===== src/rtl/wbc_pkg.sv =====
package wbc_pkg;
  typedef enum logic [2:0] {
    ST_IDLE, ST_LOOKUP, ST_WB, ST_FETCH, ST_UPDATE
  } ctrlState_t;

  // strobes from the control FSM into the datapath
  typedef struct packed {
    logic latchReq;     // capture the incoming request
    logic latchLookup;  // capture the chosen way, hit and victim facts
    logic commit;       // write tag/state, recency and counters
    logic selVictim;    // drive the victim's block address to the next level
  } ctrlStrobe_t;
endpackage


===== src/rtl/wbcDatapath.sv =====
module wbcDatapath #(
  parameter int ADDR_W = 32,
  parameter int SETS   = 16,
  parameter int WAYS   = 4,
  parameter int OFF_W  = 4,
  parameter int IDX_W  = 4
) (
  input  logic                 clk,
  input  logic                 rstN,
  input  wbc_pkg::ctrlStrobe_t strobe,
  input  logic                 reqWrite,
  input  logic [ADDR_W-1:0]    reqAddr,
  output logic                 lookHit,
  output logic                 lookFree,
  output logic                 lookDirty,
  output logic                 rspHit,
  output logic [ADDR_W-1:0]    memReqAddr,
  output logic [31:0]          statReadHit,
  output logic [31:0]          statReadMiss,
  output logic [31:0]          statWriteHit,
  output logic [31:0]          statWriteMiss,
  output logic [31:0]          statWriteback
);
  localparam int TAG_W  = ADDR_W - IDX_W - OFF_W;
  localparam int RANK_W = (WAYS > 1) ? $clog2(WAYS) : 1;
  localparam logic [RANK_W-1:0] LRU_RANK = RANK_W'(WAYS - 1);

  logic [TAG_W-1:0]  tagMem   [SETS][WAYS];
  logic              validMem [SETS][WAYS];
  logic              dirtyMem [SETS][WAYS];
  logic [RANK_W-1:0] rankMem  [SETS][WAYS];

  logic              writeQ, hitQ, wbQ;
  logic [TAG_W-1:0]  tagQ, victimTagQ;
  logic [IDX_W-1:0]  setQ;
  logic [RANK_W-1:0] wayQ;

  logic              hitAny, freeAny;
  logic [RANK_W-1:0] hitIdx, freeIdx, victimIdx, pickIdx;

  // lookup over the latched set; downward scan favours the lowest index
  always_comb begin
    hitAny = 1'b0; freeAny = 1'b0;
    hitIdx = '0; freeIdx = '0; victimIdx = '0;
    for (int w = WAYS - 1; w >= 0; w--) begin
      if (validMem[setQ][w] && tagMem[setQ][w] == tagQ) begin
        hitAny = 1'b1; hitIdx = RANK_W'(w);
      end
      if (!validMem[setQ][w]) begin
        freeAny = 1'b1; freeIdx = RANK_W'(w);
      end
      if (rankMem[setQ][w] == LRU_RANK) victimIdx = RANK_W'(w);
    end
    pickIdx = hitAny ? hitIdx : (freeAny ? freeIdx : victimIdx);
  end

  assign lookHit    = hitAny;
  assign lookFree   = freeAny;
  assign lookDirty  = dirtyMem[setQ][victimIdx];
  assign rspHit     = hitQ;
  assign memReqAddr = {strobe.selVictim ? victimTagQ : tagQ, setQ, {OFF_W{1'b0}}};

  always_ff @(posedge clk) begin
    if (!rstN) begin
      writeQ <= 1'b0; hitQ <= 1'b0; wbQ <= 1'b0;
      tagQ <= '0; victimTagQ <= '0; setQ <= '0; wayQ <= '0;
    end else begin
      if (strobe.latchReq) begin
        writeQ <= reqWrite;
        tagQ   <= reqAddr[ADDR_W-1 -: TAG_W];
        setQ   <= reqAddr[OFF_W +: IDX_W];
      end
      if (strobe.latchLookup) begin
        wayQ       <= pickIdx;
        hitQ       <= hitAny;
        wbQ        <= !hitAny && !freeAny && dirtyMem[setQ][victimIdx];
        victimTagQ <= tagMem[setQ][victimIdx];
      end
    end
  end

  // tag/state store with recency ranks (0 = most recent)
  always_ff @(posedge clk) begin
    if (!rstN) begin
      for (int s = 0; s < SETS; s++) begin
        for (int w = 0; w < WAYS; w++) begin
          tagMem[s][w]   <= '0;
          validMem[s][w] <= 1'b0;
          dirtyMem[s][w] <= 1'b0;
          rankMem[s][w]  <= RANK_W'(w);
        end
      end
    end else if (strobe.commit) begin
      tagMem[setQ][wayQ]   <= tagQ;
      validMem[setQ][wayQ] <= 1'b1;
      dirtyMem[setQ][wayQ] <= writeQ | (hitQ & dirtyMem[setQ][wayQ]);
      for (int w = 0; w < WAYS; w++) begin
        if (RANK_W'(w) == wayQ)
          rankMem[setQ][w] <= '0;
        else if (rankMem[setQ][w] < rankMem[setQ][wayQ])
          rankMem[setQ][w] <= rankMem[setQ][w] + 1'b1;
      end
    end
  end

  always_ff @(posedge clk) begin
    if (!rstN) begin
      statReadHit <= '0; statReadMiss <= '0;
      statWriteHit <= '0; statWriteMiss <= '0; statWriteback <= '0;
    end else if (strobe.commit) begin
      if (!writeQ &&  hitQ) statReadHit   <= statReadHit + 32'd1;
      if (!writeQ && !hitQ) statReadMiss  <= statReadMiss + 32'd1;
      if ( writeQ &&  hitQ) statWriteHit  <= statWriteHit + 32'd1;
      if ( writeQ && !hitQ) statWriteMiss <= statWriteMiss + 32'd1;
      if (wbQ)              statWriteback <= statWriteback + 32'd1;
    end
  end
endmodule


===== src/rtl/wbcControl.sv =====
module wbcControl (
  input  logic                 clk,
  input  logic                 rstN,
  input  logic                 reqValid,
  input  logic                 lookHit,
  input  logic                 lookFree,
  input  logic                 lookDirty,
  input  logic                 memAck,
  output logic                 reqReady,
  output logic                 rspValid,
  output logic                 memReqValid,
  output logic                 memReqWrite,
  output wbc_pkg::ctrlStrobe_t strobe
);
  import wbc_pkg::*;

  ctrlState_t state, stateNext;

  always_comb begin
    stateNext = state;
    unique case (state)
      ST_IDLE:   if (reqValid) stateNext = ST_LOOKUP;
      ST_LOOKUP: begin
        if (lookHit || lookFree)  stateNext = lookHit ? ST_UPDATE : ST_FETCH;
        else                      stateNext = lookDirty ? ST_WB : ST_FETCH;
      end
      ST_WB:     if (memAck) stateNext = ST_FETCH;
      ST_FETCH:  if (memAck) stateNext = ST_UPDATE;
      ST_UPDATE: stateNext = ST_IDLE;
      default:   stateNext = ST_IDLE;
    endcase
  end

  always_ff @(posedge clk) begin
    if (!rstN) state <= ST_IDLE;
    else       state <= stateNext;
  end

  assign reqReady    = (state == ST_IDLE);
  assign rspValid    = (state == ST_UPDATE);
  assign memReqValid = (state == ST_WB) || (state == ST_FETCH);
  assign memReqWrite = (state == ST_WB);

  always_comb begin
    strobe.latchReq    = (state == ST_IDLE) && reqValid;
    strobe.latchLookup = (state == ST_LOOKUP);
    strobe.commit      = (state == ST_UPDATE);
    strobe.selVictim   = (state == ST_WB);
  end
endmodule


===== src/rtl/wbCacheCtrl.sv =====
module wbCacheCtrl #(
  parameter int CACHE_BYTES = 1024,
  parameter int WAYS        = 4,
  parameter int BLOCK_BYTES = 16
) (
  input  logic        clk,
  input  logic        rstN,
  input  logic        reqValid,
  input  logic        reqWrite,
  input  logic [31:0] reqAddr,
  output logic        reqReady,
  output logic        rspValid,
  output logic        rspHit,
  output logic        memReqValid,
  output logic        memReqWrite,
  output logic [31:0] memReqAddr,
  input  logic        memAck,
  output logic [31:0] statReadHit,
  output logic [31:0] statReadMiss,
  output logic [31:0] statWriteHit,
  output logic [31:0] statWriteMiss,
  output logic [31:0] statWriteback
);
  localparam int ADDR_W = 32;
  localparam int SETS   = CACHE_BYTES / (WAYS * BLOCK_BYTES);
  localparam int OFF_W  = $clog2(BLOCK_BYTES);
  localparam int IDX_W  = $clog2(SETS);

  wbc_pkg::ctrlStrobe_t strobe;
  logic lookHit, lookFree, lookDirty;

  wbcControl ctrl_i (
    .clk(clk), .rstN(rstN), .reqValid(reqValid),
    .lookHit(lookHit), .lookFree(lookFree), .lookDirty(lookDirty),
    .memAck(memAck), .reqReady(reqReady), .rspValid(rspValid),
    .memReqValid(memReqValid), .memReqWrite(memReqWrite), .strobe(strobe)
  );

  wbcDatapath #(
    .ADDR_W(ADDR_W), .SETS(SETS), .WAYS(WAYS), .OFF_W(OFF_W), .IDX_W(IDX_W)
  ) dp_i (
    .clk(clk), .rstN(rstN), .strobe(strobe),
    .reqWrite(reqWrite), .reqAddr(reqAddr),
    .lookHit(lookHit), .lookFree(lookFree), .lookDirty(lookDirty),
    .rspHit(rspHit), .memReqAddr(memReqAddr),
    .statReadHit(statReadHit), .statReadMiss(statReadMiss),
    .statWriteHit(statWriteHit), .statWriteMiss(statWriteMiss),
    .statWriteback(statWriteback)
  );
endmodule


===== config.mk =====
export PLATFORM = sky130hd
export DESIGN_NAME = wbCacheCtrl
export DESIGN_NICKNAME = d
export VERILOG_FILES = /design/src/rtl/wbc_pkg.sv /design/src/rtl/wbcDatapath.sv /design/src/rtl/wbcControl.sv /design/src/rtl/wbCacheCtrl.sv
export SDC_FILE = /design/constraint.sdc
export NUM_CORES = 2
export LEC_CHECK = 0
export BUFFER_PORTS_ARGS = -buffer_cell sky130_fd_sc_hd__buf_2
export CORE_AREA = 2 2 408 410
export CTS_CLUSTER_DIAMETER = 120
export DETAILED_ROUTE_END_ITERATION = 6
export DIE_AREA = 0 0 410 412
export PLACE_DENSITY = 0.76
export SLEW_MARGIN = 25
export SYNTH_ARGS = -nofsm -noshare
export SYNTH_HDL_FRONTEND = slang
export SYNTH_SLANG_ARGS = --single-unit

===== constraint.sdc =====
create_clock -name clk -period 5 [get_ports clk]
set_clock_uncertainty 0.05 [all_clocks]
set_input_delay 0.5 -clock clk [delete_from_list [all_inputs] [get_ports clk]]
set_output_delay 0.5 -clock clk [all_outputs]
set_load 0.03 [all_outputs]

==> impl_metrics.prom <==
# TYPE chip_impl_metric gauge
chip_impl_metric{name="placement_rows",unit=""} 149
chip_impl_info{name="holdCritPathClass",value="input pin to register"} 1
chip_impl_info{name="run_status",value="complete, but fails checks"} 1
chip_impl_metric{name="worst_slew_pin_slew",unit="ps"} 1220
chip_impl_metric{name="num_io_pins",unit=""} 234
chip_impl_metric{name="grt_overflow_total",unit=""} 0
chip_impl_metric{name="chip_height",unit="microns"} 412
chip_impl_info{name="clk_root_buffer_cell",value="sky130_fd_sc_hd__clkbuf_16"} 1
chip_impl_metric{name="power_leakage",unit="nW"} 39.1
chip_impl_metric{name="numClockSinks",unit=""} 2016
chip_impl_metric{name="finish.cell_count_without_fillers",unit=""} 9483
chip_impl_metric{name="post_route_setup_tns",unit="ps"} 0
chip_impl_metric{name="met1_usage",unit=""} 0.467
chip_impl_metric{name="placement.io_buffers",unit=""} 225
chip_impl_metric{name="path_max_fanout",unit=""} 20
chip_impl_metric{name="ys_seq_area_frac",unit=""} 0.617
chip_impl_metric{name="netlist_instances",unit=""} 7081
chip_impl_metric{name="grt_util_met3",unit=""} 0.116
chip_impl_metric{name="vdd_ir_drop_max",unit="V"} 0.000406
chip_impl_info{name="worst_setup_path_start_kind",value="register"} 1
chip_impl_info{name="layout_commonest_cell",value="sky130_fd_sc_hd__edfxtp_1"} 1
chip_impl_metric{name="fp.coreArea",unit="sq mm"} 0.164
chip_impl_metric{name="grt_start_max_net_pins",unit=""} 242
chip_impl_metric{name="final_area",unit="sq mm"} 0.105
chip_impl_metric{name="drt-vias-per-instance",unit=""} 6.95
chip_impl_metric{name="final_net_count",unit=""} 7163
chip_impl_metric{name="setup_viol",unit=""} 0
chip_impl_metric{name="grt_antenna_before_repair",unit=""} 19
chip_impl_metric{name="place_congestion",unit=""} 1.00
chip_impl_info{name="synth_area_leader_cell",value="sky130_fd_sc_hd__edfxtp_1"} 1
chip_impl_metric{name="grt.total_usage",unit=""} 0.364
chip_impl_metric{name="cts-root-to-sink-buffers",unit=""} 3
chip_impl_info{name="critical_path.endpoint_type",value="register"} 1
chip_impl_metric{name="vias",unit=""} 65900
chip_impl_metric{name="hold_slack",unit="ps"} 101
chip_impl_metric{name="clk_latency",unit="ps"} 870
chip_impl_metric{name="first_iter_violations",unit=""} 11500
chip_impl_info{name="rsz_0062_raised_after_global_routing",value="no"} 1
chip_impl_metric{name="max_cap_violations",unit=""} 0
chip_impl_metric{name="fp.dieArea",unit="sq mm"} 0.169
chip_impl_metric{name="nFillCells",unit=""} 11600
chip_impl_metric{name="p_per_area",unit="mW/mm^2"} 417
chip_impl_metric{name="place_worst_setup_slack",unit="ps"} 98.5
chip_impl_info{name="synth_ff_type",value="sky130_fd_sc_hd__edfxtp_1"} 1
chip_impl_metric{name="cts-resized-gates",unit=""} 0
chip_impl_metric{name="power.total",unit="mW"} 43.9
chip_impl_metric{name="final_count_of_pins_violating_max_slew",unit=""} 0
chip_impl_info{name="layout.cells.most_common_list",value="sky130_fd_sc_hd__edfxtp_1, sky130_fd_sc_hd__and3_1, sky130_fd_sc_hd__nor3_1"} 1
chip_impl_metric{name="async_flop_share",unit=""} 0
chip_impl_metric{name="drt_pre_antenna_iters",unit=""} 7
chip_impl_metric{name="average_wire_length_per_cell_after_detail_routing",unit="microns"} 32.7
chip_impl_metric{name="chipWidth",unit="microns"} 410
chip_impl_metric{name="maxSlewHeadroom",unit=""} 0.188
chip_impl_metric{name="final_core_utilization",unit=""} 0.641
chip_impl_metric{name="hold_viol_final",unit=""} 0
chip_impl_metric{name="global_route_wire_length_before_repair",unit="mm"} 442
chip_impl_metric{name="dp_hpwl",unit="mm"} 191
chip_impl_metric{name="initial_core_util",unit=""} 0.569
chip_impl_metric{name="worstPathRequired",unit="ps"} 5680
chip_impl_metric{name="synth.ff_latch_count",unit=""} 2016
chip_impl_metric{name="place_area",unit="sq mm"} 0.0983
chip_impl_metric{name="number_of_remaining_drc_errors",unit=""} 1
chip_impl_metric{name="finalCritPeriodShare",unit=""} 0.975
chip_impl_metric{name="drtAntennaViolNets",unit=""} 0
chip_impl_metric{name="cts_made_buffers",unit=""} 202
chip_impl_info{name="cts_tree",value="yes"} 1
chip_impl_metric{name="max_freq",unit="GHz"} 0.205
chip_impl_info{name="ys_top_cells_by_area",value="sky130_fd_sc_hd__edfxtp_1, sky130_fd_sc_hd__mux4_2, sky130_fd_sc_hd__dfxtp_1"} 1
chip_impl_metric{name="globalRouteMet2Util",unit=""} 0.545
chip_impl_metric{name="synthDominantCellAreaShare",unit=""} 0.555
chip_impl_metric{name="first_global_vias",unit=""} 63500
chip_impl_metric{name="layout-area-overhead-vs-synth",unit="%"} 12.8
chip_impl_info{name="grt_busiest_layer",value="met2"} 1
chip_impl_metric{name="syn-mean-instance-area",unit="sq um"} 13.2
chip_impl_metric{name="path_clk_slew",unit="ps"} 60
chip_impl_metric{name="dp.cells",unit=""} 9066
chip_impl_metric{name="mappedNetlistArea",unit="sq mm"} 0.0934
chip_impl_metric{name="wl",unit="mm"} 310
chip_impl_metric{name="worst_setup_margin",unit="ps"} 126
chip_impl_info{name="violations",value="DRC"} 1
chip_impl_metric{name="final_layout_size_suffix_gt1_frac",unit=""} 0.209
chip_impl_info{name="crit_type",value="register to register"} 1
chip_impl_metric{name="synthDistinctLibCells",unit=""} 82
chip_impl_metric{name="htree_num_levels",unit=""} 4
chip_impl_metric{name="yosys_warnings",unit=""} 0
chip_impl_metric{name="synth-edff-count",unit=""} 1727
chip_impl_metric{name="cp_data_arrival_time",unit="ps"} 5560
chip_impl_metric{name="finalCriticalPeriod",unit="ps"} 4870
-- state kept, by name, indices dropped and copies added (netlist names), 2 cells and up, named ones only --
| register | cells |
|---|---|
| ctrl_i.state | 3 |
| dp_i.dirtyMem | 64 |
| dp_i.rankMem | 128 |
| dp_i.setQ | 4 |
| dp_i.statReadHit | 32 |
| dp_i.statReadMiss | 32 |
| dp_i.statWriteHit | 32 |
| dp_i.statWriteMiss | 32 |
| dp_i.statWriteback | 32 |
| dp_i.tagMem | 1536 |
| dp_i.tagQ | 24 |
| dp_i.validMem | 64 |
| dp_i.victimTagQ | 24 |
| dp_i.wayQ | 2 |
-- cell usage after synthesis (6+ instances only) --
| cell | n |
|---|---|
| sky130_fd_sc_hd__a211oi_1 | 16 |
| sky130_fd_sc_hd__a21boi_0 | 38 |
| sky130_fd_sc_hd__a21o_1 | 19 |
| sky130_fd_sc_hd__a21oi_1 | 83 |
| sky130_fd_sc_hd__a221oi_1 | 15 |
| sky130_fd_sc_hd__a22o_1 | 8 |
| sky130_fd_sc_hd__a22oi_1 | 68 |
| sky130_fd_sc_hd__a31oi_1 | 6 |
| sky130_fd_sc_hd__and2_1 | 283 |
| sky130_fd_sc_hd__and3_1 | 762 |
| sky130_fd_sc_hd__and4_1 | 16 |
| sky130_fd_sc_hd__buf_1 | 19 |
| sky130_fd_sc_hd__buf_2 | 64 |
| sky130_fd_sc_hd__buf_4 | 42 |
| sky130_fd_sc_hd__buf_6 | 22 |
| sky130_fd_sc_hd__clkbuf_1 | 666 |
| sky130_fd_sc_hd__dfxtp_1 | 289 |
| sky130_fd_sc_hd__edfxtp_1 | 1727 |
| sky130_fd_sc_hd__ha_1 | 13 |
| sky130_fd_sc_hd__inv_1 | 17 |
| sky130_fd_sc_hd__mux2_2 | 41 |
| sky130_fd_sc_hd__mux2i_1 | 217 |
| sky130_fd_sc_hd__mux4_2 | 408 |
| sky130_fd_sc_hd__nand2_1 | 431 |
| sky130_fd_sc_hd__nand2b_1 | 19 |
| sky130_fd_sc_hd__nand3_1 | 86 |
| sky130_fd_sc_hd__nand4_1 | 44 |
| sky130_fd_sc_hd__nor2_1 | 313 |
| sky130_fd_sc_hd__nor2b_1 | 27 |
| sky130_fd_sc_hd__nor3_1 | 653 |
| sky130_fd_sc_hd__nor4_1 | 17 |
| sky130_fd_sc_hd__o211ai_1 | 17 |
| sky130_fd_sc_hd__o21ai_0 | 249 |
| sky130_fd_sc_hd__o221ai_1 | 10 |
| sky130_fd_sc_hd__o22ai_1 | 22 |
| sky130_fd_sc_hd__or2_2 | 9 |
| sky130_fd_sc_hd__or3_1 | 38 |
| sky130_fd_sc_hd__or4_1 | 7 |
| sky130_fd_sc_hd__xnor2_1 | 103 |
| sky130_fd_sc_hd__xor2_1 | 109 |
-- layout make-up --
| type | count | area (sq um) | share of cell area |
|---|---|---|---|
| inverters | 23 | 92.6 | 0.000879 |
| well taps | 2189 | 2740 | 0.0260 |
| repair buffers | 640 | 5140 | 0.0488 |
| flip-flops and latches | 2016 | 57700 | 0.548 |
| clock buffers | 277 | 5630 | 0.0535 |
| clock inverters | 99 | 970 | 0.00921 |
| multi-input cells | 4230 | 33000 | 0.314 |
| diodes | 9 | 22.5 | 0.000214 |
-- metal layers --
| metal | part of all wire | vias to the layer above |
|---|---|---|
| li1 | - | 26800 |
| met1 | 0.33 | 32300 |
| met2 | 0.44 | 5608 |
| met3 | 0.16 | 1246 |
| met4 | 0.072 | 10 |
| met5 | 0.00021 | - |
-- final timing paths --
| kind | startpoint | end | slack, ps | cells past startpoint |
|---|---|---|---|---|
| min reg2reg | dp_i.validMem[15][1]$_DFF_P_ | dp_i.validMem[15][1]$_DFF_P_ | 390 | 2 |
| min | reqValid | ctrl_i.state[0]$_SDFFE_PN0P_ | 100 | 5 |
| max | register | ctrl_i.state[0]$_SDFFE_PN0P_ | 130 | 14 |
| max reg2reg | register | ctrl_i.state[0]$_SDFFE_PN0P_ | 130 | 14 |
-- kinds of logic (layout without fill, tap and decap cells) --
logic type	after synthesis	in the layout	synth area share
mux	671	671	0.128
compound gates	603	603	0.0407
simple gates	2727	2727	0.154
xor+xnor	212	212	0.0199
buf+inv	838	1039	0.0383
other cells	1	13	0.0000402
fa+ha+maj	13	13	0.00174
flops	2016	2016	0.617
-- where the power goes --
group	internal (mW)	total [mW]	switching, mW	leakage (nW)
combinational	2.94	9.36	6.42	16.0
sequential	18.8	19.3	0.544	19.9
clock	8.63	15.2	6.59	3.23
-- critical path, cell delays in order, from the launching register on --
cell and delay (ps):
sky130_fd_sc_hd__dfxtp_4 680, sky130_fd_sc_hd__buf_12 340, sky130_fd_sc_hd__buf_4 260, sky130_fd_sc_hd__buf_4 140, sky130_fd_sc_hd__mux4_2 470, sky130_fd_sc_hd__nand2_1 150, sky130_fd_sc_hd__a21oi_1 110, sky130_fd_sc_hd__a21oi_1 600
sky130_fd_sc_hd__buf_4 240, sky130_fd_sc_hd__xnor2_1 80, sky130_fd_sc_hd__or4_1 550, sky130_fd_sc_hd__or4_1 630, sky130_fd_sc_hd__o2111ai_2 120, sky130_fd_sc_hd__buf_4 190, sky130_fd_sc_hd__o32ai_1 100
-- repair_timing --
item                                   4_1_cts  5_1_grt
hold buffers                                31        0
endpoints found under the hold margin       37        0
setup endpoints to repair                    0        6
setup buffers                                0        1
No activity file was read; power rests on OpenSTA's default activity.
